$ cat src/rtl/prbs_tx_pkg.sv
package prbs_tx_pkg;
  localparam int unsigned LFSR_W = 23;
  localparam int unsigned NPAT   = 4;

  typedef enum logic [1:0] {
    PAT_P15  = 2'b00,
    PAT_P20  = 2'b01,
    PAT_P23  = 2'b10,
    PAT_QRSS = 2'b11
  } pat_e;

  function automatic int unsigned pat_len(pat_e p);
    case (p)
      PAT_P15: return 15;
      PAT_P23: return 23;
      default: return 20;
    endcase
  endfunction

  function automatic int unsigned pat_tap(pat_e p);
    case (p)
      PAT_P15: return 14;
      PAT_P20: return 3;
      PAT_P23: return 18;
      default: return 17;
    endcase
  endfunction

  function automatic logic pat_inv(pat_e p);
    return (p == PAT_P15) || (p == PAT_P23);
  endfunction

  function automatic logic [LFSR_W-1:0] pat_mask(pat_e p);
    return (LFSR_W'(1) << pat_len(p)) - LFSR_W'(1);
  endfunction
endpackage

$ cat src/rtl/prbs_core.sv
module prbs_core
  import prbs_tx_pkg::*;
(
  input  logic clk_i,
  input  logic rst_ni,
  input  logic step_i,
  input  pat_e sel_i,
  output logic bit_o
);
  logic [LFSR_W-1:0] state_q, cur;
  pat_e              last_q;
  logic              reload;
  logic [NPAT-1:0]   fb_vec;

  assign reload = (sel_i != last_q);
  assign cur    = reload ? '1 : state_q;

  for (genvar g = 0; g < NPAT; g++) begin : g_pat
    localparam int unsigned L = pat_len(pat_e'(g));
    localparam int unsigned T = pat_tap(pat_e'(g));
    assign fb_vec[g] = cur[L-1] ^ cur[T-1];
  end

  assign bit_o = fb_vec[sel_i] ^ pat_inv(sel_i);

  always_ff @(posedge clk_i or negedge rst_ni) begin
    if (!rst_ni) begin
      state_q <= '1;
      last_q  <= PAT_P15;
    end else if (step_i) begin
      state_q <= {cur[LFSR_W-2:0], fb_vec[sel_i]};
      last_q  <= sel_i;
    end
  end

  // active window never collapses to the lock-up state
  a_r2_state_nonzero: assert property (@(posedge clk_i) disable iff (!rst_ni)
    (state_q & pat_mask(last_q)) != '0);
endmodule

$ cat src/rtl/zero_run_limit.sv
module zero_run_limit #(
  parameter int unsigned LIMIT = 14
) (
  input  logic clk_i,
  input  logic rst_ni,
  input  logic step_i,
  input  logic active_i,
  input  logic bit_i,
  output logic bit_o
);
  localparam int unsigned CW = $clog2(LIMIT + 1);

  logic [CW-1:0] cnt_q;

  assign bit_o = bit_i | (active_i & (cnt_q == CW'(LIMIT)));

  always_ff @(posedge clk_i or negedge rst_ni) begin
    if (!rst_ni)         cnt_q <= '0;
    else if (!active_i)  cnt_q <= '0;
    else if (step_i)     cnt_q <= bit_o ? '0 : cnt_q + 1'b1;
  end

  a_r4_run_bound: assert property (@(posedge clk_i) disable iff (!rst_ni)
    cnt_q <= CW'(LIMIT));
endmodule

$ cat src/rtl/frame_ctrl.sv
module frame_ctrl #(
  parameter int unsigned DS1_PAYLOAD = 192,
  parameter int unsigned E1_FRAME    = 256
) (
  input  logic clk_i,
  input  logic rst_ni,
  input  logic step_i,
  input  logic framed_i,
  input  logic ds1_i,
  output logic is_fbit_o,
  output logic fbit_o
);
  localparam int unsigned DS1_LEN   = DS1_PAYLOAD + 1;
  localparam int unsigned MAXLEN    = (DS1_LEN > E1_FRAME) ? DS1_LEN : E1_FRAME;
  localparam int unsigned PW        = $clog2(MAXLEN + 1);
  localparam int unsigned SF_FRAMES = 12;
  localparam int unsigned FW        = $clog2(SF_FRAMES);
  localparam int unsigned TS0_BITS  = 8;
  localparam logic [SF_FRAMES-1:0] SF_PAT  = 12'b100011011100;
  localparam logic [TS0_BITS-1:0]  W_ALIGN = 8'b10011011;
  localparam logic [TS0_BITS-1:0]  W_NALGN = 8'b11011111;
  localparam logic [FW-1:0]        LASTF   = FW'(SF_FRAMES - 1);

  logic [PW-1:0] pos_q, last_pos;
  logic [FW-1:0] fr_q;
  logic          wrap;
  logic [TS0_BITS-1:0] ts0_word;

  assign last_pos = ds1_i ? PW'(DS1_LEN - 1) : PW'(E1_FRAME - 1);
  assign wrap     = (pos_q >= last_pos);
  assign ts0_word = fr_q[0] ? W_NALGN : W_ALIGN;

  assign is_fbit_o = framed_i & (ds1_i ? (pos_q == '0) : (pos_q < PW'(TS0_BITS)));
  assign fbit_o    = ds1_i ? SF_PAT[LASTF - fr_q] : ts0_word[3'd7 - pos_q[2:0]];

  always_ff @(posedge clk_i or negedge rst_ni) begin
    if (!rst_ni) begin
      pos_q <= '0;
      fr_q  <= '0;
    end else if (step_i) begin
      pos_q <= wrap ? '0 : pos_q + 1'b1;
      if (wrap) fr_q <= (fr_q == LASTF) ? '0 : fr_q + 1'b1;
    end
  end

  a_r6_pos_range: assert property (@(posedge clk_i) disable iff (!rst_ni)
    pos_q < PW'(MAXLEN));
  a_r6_sf_range: assert property (@(posedge clk_i) disable iff (!rst_ni)
    fr_q <= LASTF);
  a_r5_pos_hold: assert property (@(posedge clk_i) disable iff (!rst_ni)
    !step_i |=> $stable(pos_q) && $stable(fr_q));
endmodule

$ cat src/rtl/prbs_pattern_tx.sv
module prbs_pattern_tx
  import prbs_tx_pkg::*;
#(
  parameter int unsigned DS1_PAYLOAD = 192,
  parameter int unsigned E1_FRAME    = 256,
  parameter int unsigned ZERO_LIMIT  = 14
) (
  input  logic       clk_i,
  input  logic       rst_ni,
  input  logic       bit_en_i,
  input  logic [1:0] pat_sel_i,
  input  logic       framed_i,
  input  logic       ds1_sel_i,
  input  logic       err_ins_i,
  output logic       data_o
);
  pat_e sel;
  logic is_fbit, fbit, prbs_bit, lim_bit, pay_step;
  logic err_q, pend_q, rise, flip;

  assign sel      = pat_e'(pat_sel_i);
  assign pay_step = bit_en_i & ~is_fbit;
  assign rise     = err_ins_i & ~err_q;
  assign flip     = pend_q | rise;

  prbs_core u_core (
    .clk_i (clk_i),
    .rst_ni(rst_ni),
    .step_i(pay_step),
    .sel_i (sel),
    .bit_o (prbs_bit)
  );

  zero_run_limit #(.LIMIT(ZERO_LIMIT)) u_lim (
    .clk_i   (clk_i),
    .rst_ni  (rst_ni),
    .step_i  (pay_step),
    .active_i(sel == PAT_QRSS),
    .bit_i   (prbs_bit),
    .bit_o   (lim_bit)
  );

  frame_ctrl #(.DS1_PAYLOAD(DS1_PAYLOAD), .E1_FRAME(E1_FRAME)) u_frm (
    .clk_i    (clk_i),
    .rst_ni   (rst_ni),
    .step_i   (bit_en_i),
    .framed_i (framed_i),
    .ds1_i    (ds1_sel_i),
    .is_fbit_o(is_fbit),
    .fbit_o   (fbit)
  );

  always_ff @(posedge clk_i or negedge rst_ni) begin
    if (!rst_ni) begin
      err_q  <= 1'b0;
      pend_q <= 1'b0;
      data_o <= 1'b0;
    end else begin
      err_q <= err_ins_i;
      if (bit_en_i) begin
        data_o <= (is_fbit ? fbit : lim_bit) ^ flip;
        pend_q <= 1'b0;
      end else begin
        pend_q <= flip;
      end
    end
  end

  a_r5_hold: assert property (@(posedge clk_i) disable iff (!rst_ni)
    !bit_en_i |=> $stable(data_o));
  a_r8_consumed: assert property (@(posedge clk_i) disable iff (!rst_ni)
    bit_en_i |=> !pend_q);
  a_r8_level_inert: assert property (@(posedge clk_i) disable iff (!rst_ni)
    (err_q && err_ins_i && !pend_q) |=> !pend_q);
endmodule

$ cat config.mk
export PLATFORM = sky130hd
export DESIGN_NAME = prbs_pattern_tx
export DESIGN_NICKNAME = d
export VERILOG_FILES = /design/src/rtl/prbs_tx_pkg.sv /design/src/rtl/prbs_core.sv /design/src/rtl/zero_run_limit.sv /design/src/rtl/frame_ctrl.sv /design/src/rtl/prbs_pattern_tx.sv
export SDC_FILE = /design/constraint.sdc
export NUM_CORES = 1
export LEC_CHECK = 0
export BUFFER_PORTS_ARGS = -buffer_cell sky130_fd_sc_hd__buf_2
export CAP_MARGIN = 20
export CORE_ASPECT_RATIO = 1.2
export CORE_MARGIN = 2
export CORE_UTILIZATION = 50
export CTS_CLUSTER_DIAMETER = 30
export DETAILED_ROUTE_END_ITERATION = 8
export PLACE_DENSITY = 0.75
export SETUP_SLACK_MARGIN = 0.4
export SLEW_MARGIN = 10
export SYNTH_ARGS = -nofsm -noshare
export SYNTH_HDL_FRONTEND = slang
export SYNTH_SLANG_ARGS = --single-unit
$ cat constraint.sdc
create_clock -name clk_i -period 2.3 [get_ports clk_i]
set_input_delay 0.23 -clock clk_i [delete_from_list [all_inputs] [get_ports clk_i]]
set_output_delay 0.23 -clock clk_i [all_outputs]
set_load 0.05 [all_outputs]
==> flow_metrics.env <==
export IMPL_slew_limit_headroom_pct=47.9
export IMPL_cts_tree="yes"
export IMPL_ctsHoldBuffers=0
export IMPL_finalCriticalPeriod_ps=1940
export IMPL_endpoint_kind="flip-flop"
export IMPL_die_area_um2=5360
export IMPL_n_antenna_cell=0
export IMPL_drive_above_1_share_pct=30.0
export IMPL_clock_skew_ps=12.9
export IMPL_track_usage_pct=18.0
export IMPL_p_per_area_nw_per_um2=767
export IMPL_yosysSeqAreaShare_pct=48.2
export IMPL_antenna_found_initial=0
export IMPL_clkTransAtPathRegs_ps=80
export IMPL_ant_nets=0
export IMPL_yosys_warnings=0
export IMPL_clockBufferDepth=2
export IMPL_dieHeight_um=79.8
export IMPL_hold_path_class="in2async"
export IMPL_area_delta_synth_final_pct=17.2
export IMPL_regArea_um2=1160
export IMPL_start_util_pct=52.1
export IMPL_ys_ff_latch=45
export IMPL_firstDrtPassIters=4
export IMPL_synth_cell_types=43
export IMPL_synth_top_area_share_pct=25.2
export IMPL_syn_num_nets=276
export IMPL_synth_cells=254
export IMPL_grt_pass1_wl_um=7290
export IMPL_vias_per_cell=5.41
export IMPL_use_met3_pct=4.23
export IMPL_vias=1792
export IMPL_place_hpwl_um=2900
export IMPL_numPortBuffers=8
export IMPL_cts_sinks=45
export IMPL_slew_viol_final=0
export IMPL_multiInputGateArea_um2=1250
export IMPL_fin_setup_tns_ps=0
export IMPL_grt_use_met1_pct=21.9
export IMPL_detail_route_iter0_violations=116
export IMPL_grt_pass1_vias=1666
export IMPL_avgSynthCellArea_um2=9.43
export IMPL_status="finished, final reports clean"
export IMPL_synth_area_leaders="dfstp_2 25%, dfrtp_1 23%, nor2_1 8.5%"
export IMPL_crit_required_ps=2480
export IMPL_grt_start_max_net_pins=46
export IMPL_arrival_ps=2120
export IMPL_finalSetupViolCount=0
export IMPL_worst_pin_slew_ps=781
export IMPL_peakVddDrop_v=0.000402
export IMPL_rsz0062_at_grt="yes"
export IMPL_nNetsFinal=294
export IMPL_leakagePower_nw=1.16
export IMPL_wl_per_cell_um=14.3
export IMPL_htree_levels=2
export IMPL_worst_setup_path_start_kind="flip-flop"
export IMPL_drt_total_wl_um=4720
export IMPL_core_area_um2=4590
export IMPL_rows=27
export IMPL_io_pins=9
export IMPL_synth_area_um2=2390
export IMPL_max_cap_violations=0
export IMPL_r2r_end="u_frm.fr_q[2]"
export IMPL_cts_made_buffers=5
export IMPL_root_buffer="clkbuf_8"
export IMPL_use_met2_pct=30.1
export IMPL_crit_fanout=7
export IMPL_critPathKind="reg2reg"
export IMPL_place_gp_congestion=0.899
export IMPL_preCtsSetupSlack_ps=181
export IMPL_r2r_slack_ps=360
export IMPL_drcViolationCount=0
export IMPL_rr_startpoint="u_frm.pos_q[4]"
export IMPL_top_usage_layer="met2"
export IMPL_r2r_cells=6
export IMPL_insertion_delay_ps=300
export IMPL_min_period_over_period_pct=84.3
export IMPL_final_util_pct=61.1
export IMPL_overflow=0
export IMPL_yosys_area_top_type="dfstp_2"
export IMPL_fill_cells=368
export IMPL_max_freq_ghz=0.516
export IMPL_die_x_um=67.2
export IMPL_fin_ws_ps=360
export IMPL_hold_violations=0
## sequential cells by signal (all words and copies together) (netlist names)
register,count
data_o,1
u_core.last_q,2
u_frm.pos_q,9
pend_q,1
err_q,1
u_core.state_q,23
u_lim.cnt_q,4
u_frm.fr_q,4
## metal layers
metal | wire, um | vias to the layer above | share of wire, %
met5 | 0 | - | 0
met4 | 66 | 0 | 1.4
met3 | 119 | 7 | 2.5
met2 | 2360 | 21 | 50
met1 | 2180 | 859 | 46
li1 | - | 905 | -
## layout by cell type (no fill, tap or decap), drive strengths merged, types with 5 or more instances in the layout
master,instances
nand4,7
nand3,7
buf,21
ha,14
xnor2,8
nor3,5
nor2,55
o21ai,6
a21oi,26
inv,11
dfrtp,22
dfstp,23
clkbuf,8
mux2,5
nand2,16
## worst max-delay path: stages (launching register included)
cell	delay, ps
dfrtp_2	470
ha_4	290
a21o_1	140
a21oi_2	80
o221ai_4	280
and3_4	250
mux2_2	320
## power breakdown
part	leakage (nW)	switching (mW)	internal, mW	total (mW)
Combinational	0.594	0.313	0.278	0.591
Sequential	0.516	0.127	0.886	1.01
Clock	0.0536	0.266	0.282	0.548
## final cells by class
| type | instances | share of cell area [%] |
|---|---|---|
| tap | 58 | 2.59 |
| sequential | 45 | 41.3 |
| timing repair buffer | 22 | 6.38 |
| multi-input combinational | 187 | 44.4 |
| clock inverter | 1 | 0.312 |
| clock buffer | 7 | 3.48 |
| inverter | 11 | 1.56 |
## logic make-up after synthesis
| family | after synthesis | share of synthesized area (%) |
|---|---|---|
| simple gates | 108 | 20.8 |
| compound gates | 49 | 13.1 |
| flops | 45 | 48.2 |
| buf+inv | 22 | 3.97 |
| fa+ha+maj | 14 | 7.31 |
| xor+xnor | 11 | 4.02 |
| mux | 5 | 2.51 |
## cells in the mapped netlist
| master | count |
|---|---|
| o2bb2ai_1 | 3 |
| and3_1 | 1 |
| nor4_1 | 2 |
| nand3b_1 | 1 |
| nor4b_2 | 1 |
| or2_1 | 2 |
| or2_2 | 1 |
| mux2_4 | 1 |
| dfstp_2 | 23 |
| o211a_1 | 1 |
| nor3b_1 | 3 |
| xnor2_1 | 8 |
| clkbuf_1 | 6 |
| buf_6 | 1 |
| a211o_1 | 2 |
| nand2_1 | 16 |
| o21ai_0 | 5 |
| a22o_1 | 2 |
| o211ai_1 | 1 |
| nor2b_1 | 1 |
| o21ai_1 | 1 |
| clkbuf_2 | 1 |
| nand3_1 | 7 |
| xor2_1 | 3 |
| o211ai_2 | 1 |
| nand4_1 | 7 |
| dfrtp_1 | 22 |
| a21oi_1 | 26 |
| buf_2 | 3 |
| o32ai_2 | 1 |
| ha_1 | 14 |
| inv_1 | 11 |
| nor3_1 | 5 |
| a21o_1 | 3 |
| o221ai_1 | 1 |
| or3_1 | 1 |
| nor2_2 | 1 |
| o22ai_1 | 1 |
| mux2_2 | 4 |
| and2_1 | 3 |
| nor2_1 | 54 |
| nand2b_1 | 2 |
| o311ai_0 | 1 |
## worst max path at each step
stage,slack [ps],cells after the start,end,from
3_3_place_gp,240,8,u_frm.fr_q[2],u_frm.pos_q[0]
5_1_grt,310,6,u_frm.fr_q[2],u_frm.pos_q[4]
6_report,360,6,u_frm.fr_q[2],u_frm.pos_q[4]
3_5_place_dp,180,8,u_frm.fr_q[2],u_frm.pos_q[0]
2_1_floorplan,400,9,u_frm.fr_q[3],u_frm.pos_q[0]
4_1_cts,340,8,u_frm.fr_q[2],u_frm.pos_q[0]
## timing repair
action / in CTS / in global routing
pin swaps: 2 / 8
gates cloned: 0 / 1
setup endpoints to repair: 21 / 18
gates resized for setup: 7 / 17
setup buffers: 3 / 5
## through the flow
step / instance area, um2 / total power, mW / hold WS [ps] / std cells
3_5_place_dp: 2510 / 1.49 / 356 / 314
5_1_grt: 2810 / 2.29 / 31.0 / 331
3_3_place_gp: 2510 / 1.47 / 342 / 314
6_report: 2810 / 2.15 / 7.31 / 331
2_1_floorplan: 2400 / 1.35 / -65.6 / 254
4_1_cts: 2660 / 2.09 / 29.4 / 325
No activity file was read; power rests on OpenSTA's default activity.
